--- config.mk ---
export PLATFORM = sky130hd
export DESIGN_NAME = char_fifo_port
export DESIGN_NICKNAME = d
export VERILOG_FILES = /design/src/rtl/cfp_pkg.sv /design/src/rtl/cfp_fifo.sv /design/src/rtl/cfp_regs.sv /design/src/rtl/char_fifo_port.sv
export SDC_FILE = /design/constraint.sdc
export NUM_CORES = 1
export LEC_CHECK = 0
export ABC_CLOCK_PERIOD_IN_PS = 8500
export BUFFER_PORTS_ARGS = -buffer_cell sky130_fd_sc_hd__buf_2
export CAP_MARGIN = 20
export CORE_ASPECT_RATIO = 1.75
export CORE_MARGIN = 2
export CORE_UTILIZATION = 60
export CTS_CLUSTER_SIZE = 12
export DETAILED_ROUTE_END_ITERATION = 8
export PLACE_DENSITY = 0.77
export SYNTH_ARGS = -nofsm -noshare
export SYNTH_HDL_FRONTEND = slang
export SYNTH_SLANG_ARGS = --single-unit
--- constraint.sdc ---
create_clock -name clk -period 8.5 [get_ports clk]
set_input_delay 0.85 -clock clk [delete_from_list [all_inputs] [get_ports clk]]
set_output_delay 0.85 -clock clk [all_outputs]
set_load 0.02 [all_outputs]
--- src/rtl/cfp_pkg.sv ---
// Package: shared register offsets and word layouts for the character FIFO port.
// Assumes a bus with 3-bit byte offsets and 32-bit data words.
package cfp_pkg;

    localparam logic [2:0] OFS_DATA = 3'd0;
    localparam logic [2:0] OFS_CTRL = 3'd4;

    // Data word as returned by a read of OFS_DATA.
    typedef struct packed {
        logic [15:0] avail;   // entries left after the read
        logic        valid;   // a character was returned
        logic [6:0]  rsvd;
        logic [7:0]  char_q;  // received character
    } data_word_t;

    // Control word as returned by a read of OFS_CTRL.
    typedef struct packed {
        logic [15:0] space;   // free transmit entries
        logic [15:0] rsvd;
    } ctrl_word_t;

endpackage

--- src/rtl/cfp_fifo.sv ---
// Synchronous FIFO with an occupancy count and a look-ahead count.
// A push is accepted only if the FIFO is not full at the start of the cycle.
// A pop is accepted only if it is not empty at the start of the cycle.
// cnt_nxt is the count after this cycle's accepted operations.
// The storage is not reset, and head is meaningful only while empty is 0.
module cfp_fifo #(
    parameter  int WIDTH = 8,
    parameter  int DEPTH = 64,
    localparam int AW    = (DEPTH > 1) ? $clog2(DEPTH) : 1,
    localparam int CW    = $clog2(DEPTH + 1)
) (
    input  logic             clk,
    input  logic             rst_n,
    input  logic             push_req,
    input  logic [WIDTH-1:0] push_data,
    input  logic             pop_req,
    output logic [WIDTH-1:0] head,
    output logic [CW-1:0]    cnt,
    output logic [CW-1:0]    cnt_nxt,
    output logic             full,
    output logic             empty
);

    localparam logic [CW-1:0] FULL_CNT = CW'(DEPTH);
    localparam logic [AW-1:0] LAST_PTR = AW'(DEPTH - 1);

    logic [WIDTH-1:0] mem [DEPTH];
    logic [AW-1:0]    wr_ptr;
    logic [AW-1:0]    rd_ptr;
    logic             push_ok;
    logic             pop_ok;

    function automatic logic [AW-1:0] bump(input logic [AW-1:0] p);
        return (p == LAST_PTR) ? '0 : p + 1'b1;
    endfunction

    assign full    = (cnt == FULL_CNT);
    assign empty   = (cnt == '0);
    assign push_ok = push_req && !full;
    assign pop_ok  = pop_req && !empty;
    assign head    = mem[rd_ptr];

    // Purpose: occupancy after this cycle's accepted push and pop.
    always_comb begin
        unique case ({push_ok, pop_ok})
            2'b10:   cnt_nxt = cnt + 1'b1;
            2'b01:   cnt_nxt = cnt - 1'b1;
            default: cnt_nxt = cnt;
        endcase
    end

    // Purpose: advance the pointers and the count.
    always_ff @(posedge clk) begin
        if (!rst_n) begin
            wr_ptr <= '0;
            rd_ptr <= '0;
            cnt    <= '0;
        end else begin
            if (push_ok) wr_ptr <= bump(wr_ptr);
            if (pop_ok)  rd_ptr <= bump(rd_ptr);
            cnt <= cnt_nxt;
        end
    end

    // Purpose: store an accepted character.
    always_ff @(posedge clk) begin
        if (push_ok) mem[wr_ptr] <= push_data;
    end

endmodule

--- src/rtl/cfp_regs.sv ---
// Register front end of the character FIFO port.
// Decodes one bus access per cycle into pop and push requests.
// Forms the read word from the FIFOs' look-ahead counts.
// bus_rdata is registered, changes only on a read, and holds otherwise.
module cfp_regs
    import cfp_pkg::*;
#(
    parameter  int DEPTH = 64,
    localparam int CW    = $clog2(DEPTH + 1)
) (
    input  logic          clk,
    input  logic          rst_n,
    input  logic          bus_sel,
    input  logic          bus_wr,
    input  logic [2:0]    bus_addr,
    input  logic [31:0]   bus_wdata,
    output logic [31:0]   bus_rdata,
    output logic          rx_pop,
    output logic          tx_push,
    output logic [7:0]    tx_byte,
    input  logic [7:0]    rx_head,
    input  logic          rx_empty,
    input  logic [CW-1:0] rx_cnt_nxt,
    input  logic [CW-1:0] tx_cnt_nxt
);

    localparam logic [CW-1:0] FULL_CNT = CW'(DEPTH);

    logic       rd_data;
    logic       rd_ctrl;
    logic       rd_any;
    logic       unused_wdata_hi;
    data_word_t dword;
    ctrl_word_t cword;

    assign rd_any          = bus_sel && !bus_wr;
    assign rd_data         = rd_any && (bus_addr == OFS_DATA);
    assign rd_ctrl         = rd_any && (bus_addr == OFS_CTRL);
    assign tx_push         = bus_sel && bus_wr && (bus_addr == OFS_DATA);
    assign rx_pop          = rd_data;
    assign tx_byte         = bus_wdata[7:0];
    assign unused_wdata_hi = ^bus_wdata[31:8];

    // Purpose: assemble the data word seen by a read of offset 0.
    always_comb begin
        dword        = '0;
        dword.avail  = 16'(rx_cnt_nxt);
        dword.valid  = !rx_empty;
        dword.char_q = rx_empty ? 8'h00 : rx_head;
    end

    // Purpose: assemble the control word seen by a read of offset 4.
    always_comb begin
        cword       = '0;
        cword.space = 16'(FULL_CNT - tx_cnt_nxt);
    end

    // Purpose: capture the read word on a read and hold it otherwise.
    always_ff @(posedge clk) begin
        if (!rst_n) begin
            bus_rdata <= '0;
        end else if (rd_any) begin
            if (rd_data)      bus_rdata <= dword;
            else if (rd_ctrl) bus_rdata <= cword;
            else              bus_rdata <= '0;
        end
    end

endmodule

--- src/rtl/char_fifo_port.sv ---
// Top of the character FIFO port.
// A receive FIFO is filled from a valid/ready stream and drained by bus reads.
// A transmit FIFO is filled by bus writes and drained to a valid/ready stream.
// Assumes at most one bus access per cycle.
module char_fifo_port #(
    parameter  int DEPTH = 64,
    localparam int CW    = $clog2(DEPTH + 1)
) (
    input  logic        clk,
    input  logic        rst_n,
    input  logic        bus_sel,
    input  logic        bus_wr,
    input  logic [2:0]  bus_addr,
    input  logic [31:0] bus_wdata,
    output logic [31:0] bus_rdata,
    input  logic        rx_in_valid,
    input  logic [7:0]  rx_in_data,
    output logic        rx_in_ready,
    output logic        tx_out_valid,
    output logic [7:0]  tx_out_data,
    input  logic        tx_out_ready
);

    logic          rx_pop;
    logic          tx_push;
    logic [7:0]    tx_byte;
    logic [7:0]    rx_head;
    logic [CW-1:0] rx_cnt;
    logic [CW-1:0] rx_cnt_nxt;
    logic [CW-1:0] tx_cnt;
    logic [CW-1:0] tx_cnt_nxt;
    logic          rx_full;
    logic          rx_empty;
    logic          tx_full;
    logic          tx_empty;
    logic          unused_tx_full;

    assign rx_in_ready    = !rx_full;
    assign tx_out_valid   = !tx_empty;
    assign unused_tx_full = tx_full;

    cfp_fifo #(.WIDTH(8), .DEPTH(DEPTH)) u_rx_fifo (
        .clk       (clk),
        .rst_n     (rst_n),
        .push_req  (rx_in_valid),
        .push_data (rx_in_data),
        .pop_req   (rx_pop),
        .head      (rx_head),
        .cnt       (rx_cnt),
        .cnt_nxt   (rx_cnt_nxt),
        .full      (rx_full),
        .empty     (rx_empty)
    );

    cfp_fifo #(.WIDTH(8), .DEPTH(DEPTH)) u_tx_fifo (
        .clk       (clk),
        .rst_n     (rst_n),
        .push_req  (tx_push),
        .push_data (tx_byte),
        .pop_req   (tx_out_ready),
        .head      (tx_out_data),
        .cnt       (tx_cnt),
        .cnt_nxt   (tx_cnt_nxt),
        .full      (tx_full),
        .empty     (tx_empty)
    );

    cfp_regs #(.DEPTH(DEPTH)) u_regs (
        .clk        (clk),
        .rst_n      (rst_n),
        .bus_sel    (bus_sel),
        .bus_wr     (bus_wr),
        .bus_addr   (bus_addr),
        .bus_wdata  (bus_wdata),
        .bus_rdata  (bus_rdata),
        .rx_pop     (rx_pop),
        .tx_push    (tx_push),
        .tx_byte    (tx_byte),
        .rx_head    (rx_head),
        .rx_empty   (rx_empty),
        .rx_cnt_nxt (rx_cnt_nxt),
        .tx_cnt_nxt (tx_cnt_nxt)
    );

endmodule

# Yosys cells after proc, flatten, opt, wreduce, memory -nomap -nowiden
# Memory sizes are Yosys's and may differ from the RTL's. A register that Yosys moved wholly into a read port is not among the register bits.
# Index checks and enable logic that the tools add are counted.
[op_classes] add_sub_neg=9 eq_ne=11 n_mux=17 reduce_logical=17
[op_table] cell="32-bit 2-to-1 mux" count=2
[op_table] cell="6-bit 2-to-1 mux" count=8
[op_table] cell="7-bit one-hot mux with 2 select lines" count=2
[op_table] cell="6-bit by 1-bit adder with 6-bit output (second input constant)" count=4
[op_table] cell="6-bit == test (second input constant)" count=4
[op_table] cell="7-bit by 1-bit adder with 7-bit output (second input constant)" count=2
[op_table] cell="7-bit == test (second input constant)" count=2
[op_table] cell="7-bit zero test" count=2
[op_table] cell="7-bit by 1-bit subtractor with 7-bit output (second input constant)" count=2
[op_table] cell="1-bit logical AND" count=9
[op_table] cell="8-bit 2-to-1 mux" count=1
[op_table] cell="7-bit by 7-bit subtractor with 8-bit output (first input constant)" count=1
[op_table] cell="1-bit zero test" count=5
[op_table] cell="2-bit by 1-bit == test with 1-bit output (second input constant)" count=2
[op_table] cell="2-bit == test (second input constant)" count=2
[op_table] cell="1-bit 2-to-1 mux" count=4
[op_table] cell="3-bit == test (second input constant)" count=1
[op_table] cell="3-bit zero test" count=1
[word_totals] ff_bits=70 mem_bits_rw=1024 inputBits=49 out_inout_bits=42 word_cells=63 mem_count=2
[memory_table] name="u_rx_fifo.mem" words=64 word_bits=8 read_ports=1 rd_clocked_by_memory_dff=1 wr=1 line="cfp_fifo.sv:27" text="logic [WIDTH-1:0] mem [DEPTH];"
[memory_table] name="u_tx_fifo.mem" words=64 word_bits=8 read_ports=1 rd_clocked_by_memory_dff=1 wr=1 line="cfp_fifo.sv:27"

# Depth between registers and ports, before layout
[depth] depth_word=8 ltp_mapped=16 depth_no_buf=13

# Modules after synthesis
# From an unflattened synthesis, not the netlist that was laid out.
[hier_totals] hier_cells=2272 hier_area_um2=43435.4
[by_module_without_submodules] mod="cfp_fifo at u_rx_fifo" instances=1 cells_per_inst=1080 area_per_inst_um2=21212.8 seq_area_each_um2=15875.2
[by_module_without_submodules] mod="cfp_fifo at u_tx_fifo" instances=1 cells_per_inst=1080 area_per_inst_um2=21210.3 seq_area_each_um2=15875.2
[by_module_without_submodules] mod="cfp_regs" instances=1 cells_per_inst=110 area_per_inst_um2=1004.7 seq_area_each_um2=340.3
[by_module_without_submodules] mod="char_fifo_port" instances=1 cells_per_inst=2 area_per_inst_um2=7.5 seq_area_each_um2=0.0

# Worst setup path after synthesis
# Ideal clock, no wire load.
[synth_timing] path_type="input port to flip-flop" from="in bus_addr[2]" to="reg u_regs.bus_rdata[21]" setup_time_ns=0.133 arrival_time_ns=3.821 required_time_ns=8.367 slack_ns=4.546 path_stages=14 path_buffers=2 path_cell_list="nor4b_2 -> o211ai_1 -> ha_1 -> clkbuf_1 -> buf_2 -> xor2_1 -> ha_1 -> a21oi_1 -> mux2i_1 -> xor2_1 -> nand3_1 -> nor3_1 -> xor2_1 -> o221ai_1"
[synth_between] elab_chain_len=8 word_cells_on_any_way=16 cone_classes="1 x add/sub; 5 x eq/ne; 4 x mux; 6 x reduce/logical"
[synth_rtl] element="start: declaration" line="char_fifo_port.sv:13" text="input logic [2:0] bus_addr,"
[synth_rtl] element="3-bit zero test" line="cfp_regs.sv:37, cfp_regs.sv:39"
[synth_rtl] element="1-bit logical AND" line="cfp_regs.sv:39" text="assign tx_push = bus_sel && bus_wr && (bus_addr == OFS_DATA);"
[synth_rtl] element="1-bit logical AND" line="cfp_fifo.sv:39" text="assign push_ok = push_req && !full;"
[synth_rtl] element="2-bit by 1-bit == test with 1-bit output or 2-bit == test (tied branches)" line="cfp_fifo.sv:45" text="unique case ({push_ok, pop_ok})"
[synth_rtl] element="7-bit one-hot mux with 2 select lines" line="cfp_fifo.sv:45"
[synth_rtl] element="7-bit by 7-bit subtractor with 8-bit output" line="cfp_regs.sv:55" text="cword.space = 16'(FULL_CNT - tx_cnt_nxt);"
[synth_rtl] element="32-bit 2-to-1 mux" line="cfp_regs.sv:64" text="else if (rd_ctrl) bus_rdata <= cword;"
[synth_rtl] element="32-bit 2-to-1 mux *" line="cfp_regs.sv:63" text="if (rd_data) bus_rdata <= dword;"
[synth_rtl] element="end signal: assignment" line="cfp_regs.sv:63"
[synth_rtl] element="end signal: assignment" line="cfp_regs.sv:64"
[synth_rtl] element="end: declaration" line="cfp_regs.sv:17" text="output logic [31:0] bus_rdata,"
# Mark *: on every way between the ends. The rest lies on a longest branch, timed or not.
# A chain may end at the register's enable or synchronous reset.

==> flow_metrics.tcl <==
set metrics [dict create \
    multi_input_area_um2 10200 \
    syn-cell-area_um2 42900 \
    synth_area_leader_cell "edfxtp_1" \
    post-cts-setup-buffer-count 0 \
    holdBufCountCts 0 \
    clock-sinks 1091 \
    relSlewSlack 0.351 \
    yosysTopAreaCellShare 0.717 \
    timing.fmax_mhz 205 \
    worstPathArrival_ns 4.03 \
    synth-edff-count 1024 \
    p_per_area_nw_per_um2 250 \
    antenna_cells 0 \
    grt_start_max_net_pins 105 \
    timing.max_cap.violations 0 \
    grt_pass1_vias 21600 \
    die-area_um2 73700 \
    synth_compound_area_frac 0.0173 \
    nets 2212 \
    insertion_delay_ns 0.67 \
    cts_max_level 3 \
    finalCritPeriodShare 0.574 \
    synthTopCellsByArea "edfxtp_1 (72%), mux4_2 (16%), dfxtp_1 (3.1%)" \
    vias_per_cell 6.66 \
    run_status "finished, final reports clean" \
    skew_ns 0.0243 \
    tightest_slew_ns 0.969 \
    numPortBuffers 59 \
    clock_path_buffers 3 \
    hold_viol 0 \
    ys_warn_count 0 \
    grt_first_pass_wirelength_um 141000 \
    fp.dieW_um 206 \
    muxShareOfSynthArea 0.173 \
    boundaryPins 91 \
    r2r_setup_slack_ns 4.31 \
    synth-async-reset-ratio 0 \
    fillCellCount 4319 \
    layout_min_cycle_time_ns 4.88 \
    drc 0 \
    cp_max_fo 104 \
    synth_area_per_cell_um2 20.7 \
    synth_top_family_by_area "multiplexers" \
    tns_ns 0 \
    final_cells 3125 \
    core_um2 70700 \
    required_ns 7.65 \
    holdCritPathClass "flop to flop" \
    routed_wl_um 97300 \
    row_count 129 \
    ys_seq_elements 1091 \
    rsz0062_at_grt "no" \
    vdd_drop_max_mv 0.354 \
    initial_core_util 0.607 \
    reg2reg_depth 14 \
    synth_fa_ha_area_frac 0.00484 \
    ys.flop_type "edfxtp_1" \
    crit_path_start_kind "flop" \
    die_h_um 358 \
    seq_area_um2 32100 \
    worstSetupEndpointType "output pin" \
    ys_seq_area_frac 0.748 \
    numCtsBuffers 101 \
    root_buffer "clkbuf_16" \
    dp_cells 2950 \
    worstHoldPathCells 1 \
    crit_type "flop to output pin" \
    cts_resized 0 \
    drt_iter0_markers 2315 \
    area_delta_synth_final_pct 9.63 \
    gp_congestion 0.838 \
    drive_gt1_frac 0.241 \
    yosys.area_share.simple 0.0350 \
    num_vias 20800 \
    overflow 0 \
    antenna_found_initial 1 \
    synth-xor-area-share 0.00613 \
    drtPass1Iterations 5 \
    setup_viol 0 \
    dp_hpwl_um 58200 \
    post_drt_wl_per_cell_um 31.1 \
    synth.distinct_cells 62 \
    grt_use_total 0.269 \
    clkTransAtPathRegs_ns 0.06 \
    p_leak_nw 14.2 \
    syn_inst 2073 \
    cts_tree "yes" \
    ant_nets 0 \
    final_max_slew_viol_count 0 \
]
==> metrics by stage <==
step / area, µm² / utilization / hold WS [ns] / setup WS, ns / power, mW
3_5_place_dp: 43900 / 0.622 / 0.459 / 4.01 / 7.76
3_3_place_gp: 43900 / 0.621 / 0.440 / 4.09 / 7.72
6_report: 47000 / 0.665 / 0.486 / 3.62 / 11.7
2_1_floorplan: 42900 / - / 0.472 / 4.55 / 7.24
4_1_cts: 46800 / 0.662 / 0.484 / 3.33 / 11.8
5_1_grt: 47000 / 0.665 / 0.519 / 3.37 / 12.1
==> state kept, by name, summed over array words and instances, names as in the netlist, named ones only <==
signal            count
u_rx_fifo.mem       512
u_tx_fifo.mem       512
u_regs.bus_rdata     17
u_rx_fifo.cnt         7
u_tx_fifo.cnt         7
u_rx_fifo.rd_ptr      6
u_rx_fifo.wr_ptr      6
u_tx_fifo.rd_ptr      6
u_tx_fifo.wr_ptr      6
==> cells by family after synthesis <==
kind of cell               Yosys count
muxes                              352
DFF                               1091
adders and majority gates           16
AOI/OAI and AO/OA                  115
buffers and inverters              138
xor gates and xnor gates            30
other                                1
and+or+nand+nor                    330
==> synth_stat cells (4+ instances only) <==
| cell | instances |
|---|---|
| edfxtp_1 | 1024 |
| mux4_2 | 310 |
| nor2_1 | 183 |
| dfxtp_1 | 67 |
| clkbuf_1 | 56 |
| nand2_1 | 48 |
| a21oi_1 | 34 |
| mux2i_1 | 31 |
| buf_2 | 29 |
| buf_4 | 25 |
| nand3_1 | 21 |
| xor2_1 | 20 |
| o21ai_0 | 18 |
| nor2b_1 | 16 |
| ha_1 | 15 |
| inv_1 | 14 |
| buf_1 | 11 |
| mux2_2 | 11 |
| nand3b_1 | 11 |
| xnor2_1 | 10 |
| a211oi_1 | 9 |
| o21ai_1 | 8 |
| and2_1 | 7 |
| and3_1 | 6 |
| nand4_1 | 6 |
| nor3_1 | 5 |
| o21bai_1 | 5 |
| or3_1 | 5 |
| a31oi_1 | 4 |
| nand2b_1 | 4 |
| nor4_1 | 4 |
| o211ai_1 | 4 |
| o21a_1 | 4 |
| or3b_2 | 4 |
==> critical path: stages (launching register included) <==
cell and delay (ns):
dfxtp_4 0.67, buf_12 0.60, mux4_2 0.68, mux4_2 0.53, mux4_2 0.48, buf_2 0.17
==> where the power goes <==
group / total [mW] / switching (mW) / internal, mW
Clock: 4.08 / 1.85 / 2.23
Combinational: 1.67 / 0.928 / 0.740
Sequential: 5.99 / 0.0845 / 5.91
Total: 11.7 / 2.86 / 8.88
==> per-layer routing <==
metal,up-vias,wire (µm),track usage
met5,-,8,0
met1,10900,31700,0.305
li1,8620,-,-
met3,221,5460,0.0296
met2,1016,54800,0.493
met4,2,5280,0.147
==> final timing paths <==
kind / from / end
worst min-delay path: u_regs.bus_rdata[19]$_SDFFE_PN0P_ / u_regs.bus_rdata[19]$_SDFFE_PN0P_
worst max register to register: u_tx_fifo.cnt[2]$_SDFF_PN0_ / u_regs.bus_rdata[22]$_SDFFE_PN0P_
worst min register to register: u_regs.bus_rdata[19]$_SDFFE_PN0P_ / u_regs.bus_rdata[19]$_SDFFE_PN0P_
worst max-delay path: flop / tx_out_data[6]
==> cell usage in the layout, fill, tap and decap left out, drive strengths merged, types with 10 or more instances in the layout <==
master / synthesis / routed
nor2b: 16 / 16
xnor2: 10 / 10
mux2i: 31 / 31
buf: 68 / 89
dfxtp: 67 / 67
mux4: 310 / 310
xor2: 20 / 20
mux2: 11 / 11
nor2: 183 / 183
nand2: 48 / 48
o21ai: 26 / 26
clkbuf: 56 / 158
ha: 15 / 15
a21oi: 34 / 34
nand3: 21 / 21
inv: 14 / 16
nand3b: 11 / 11
edfxtp: 1024 / 1024
==> area by class of cell <==
class	instances	area share
clock buffer	158	0.0594
clock inverter	6	0.00122
inverter	14	0.00112
multi-input combinational	850	0.216
sequential	1091	0.683
tap	917	0.0244
timing repair buffer	89	0.0151
Power figures use the tool's default switching activity.
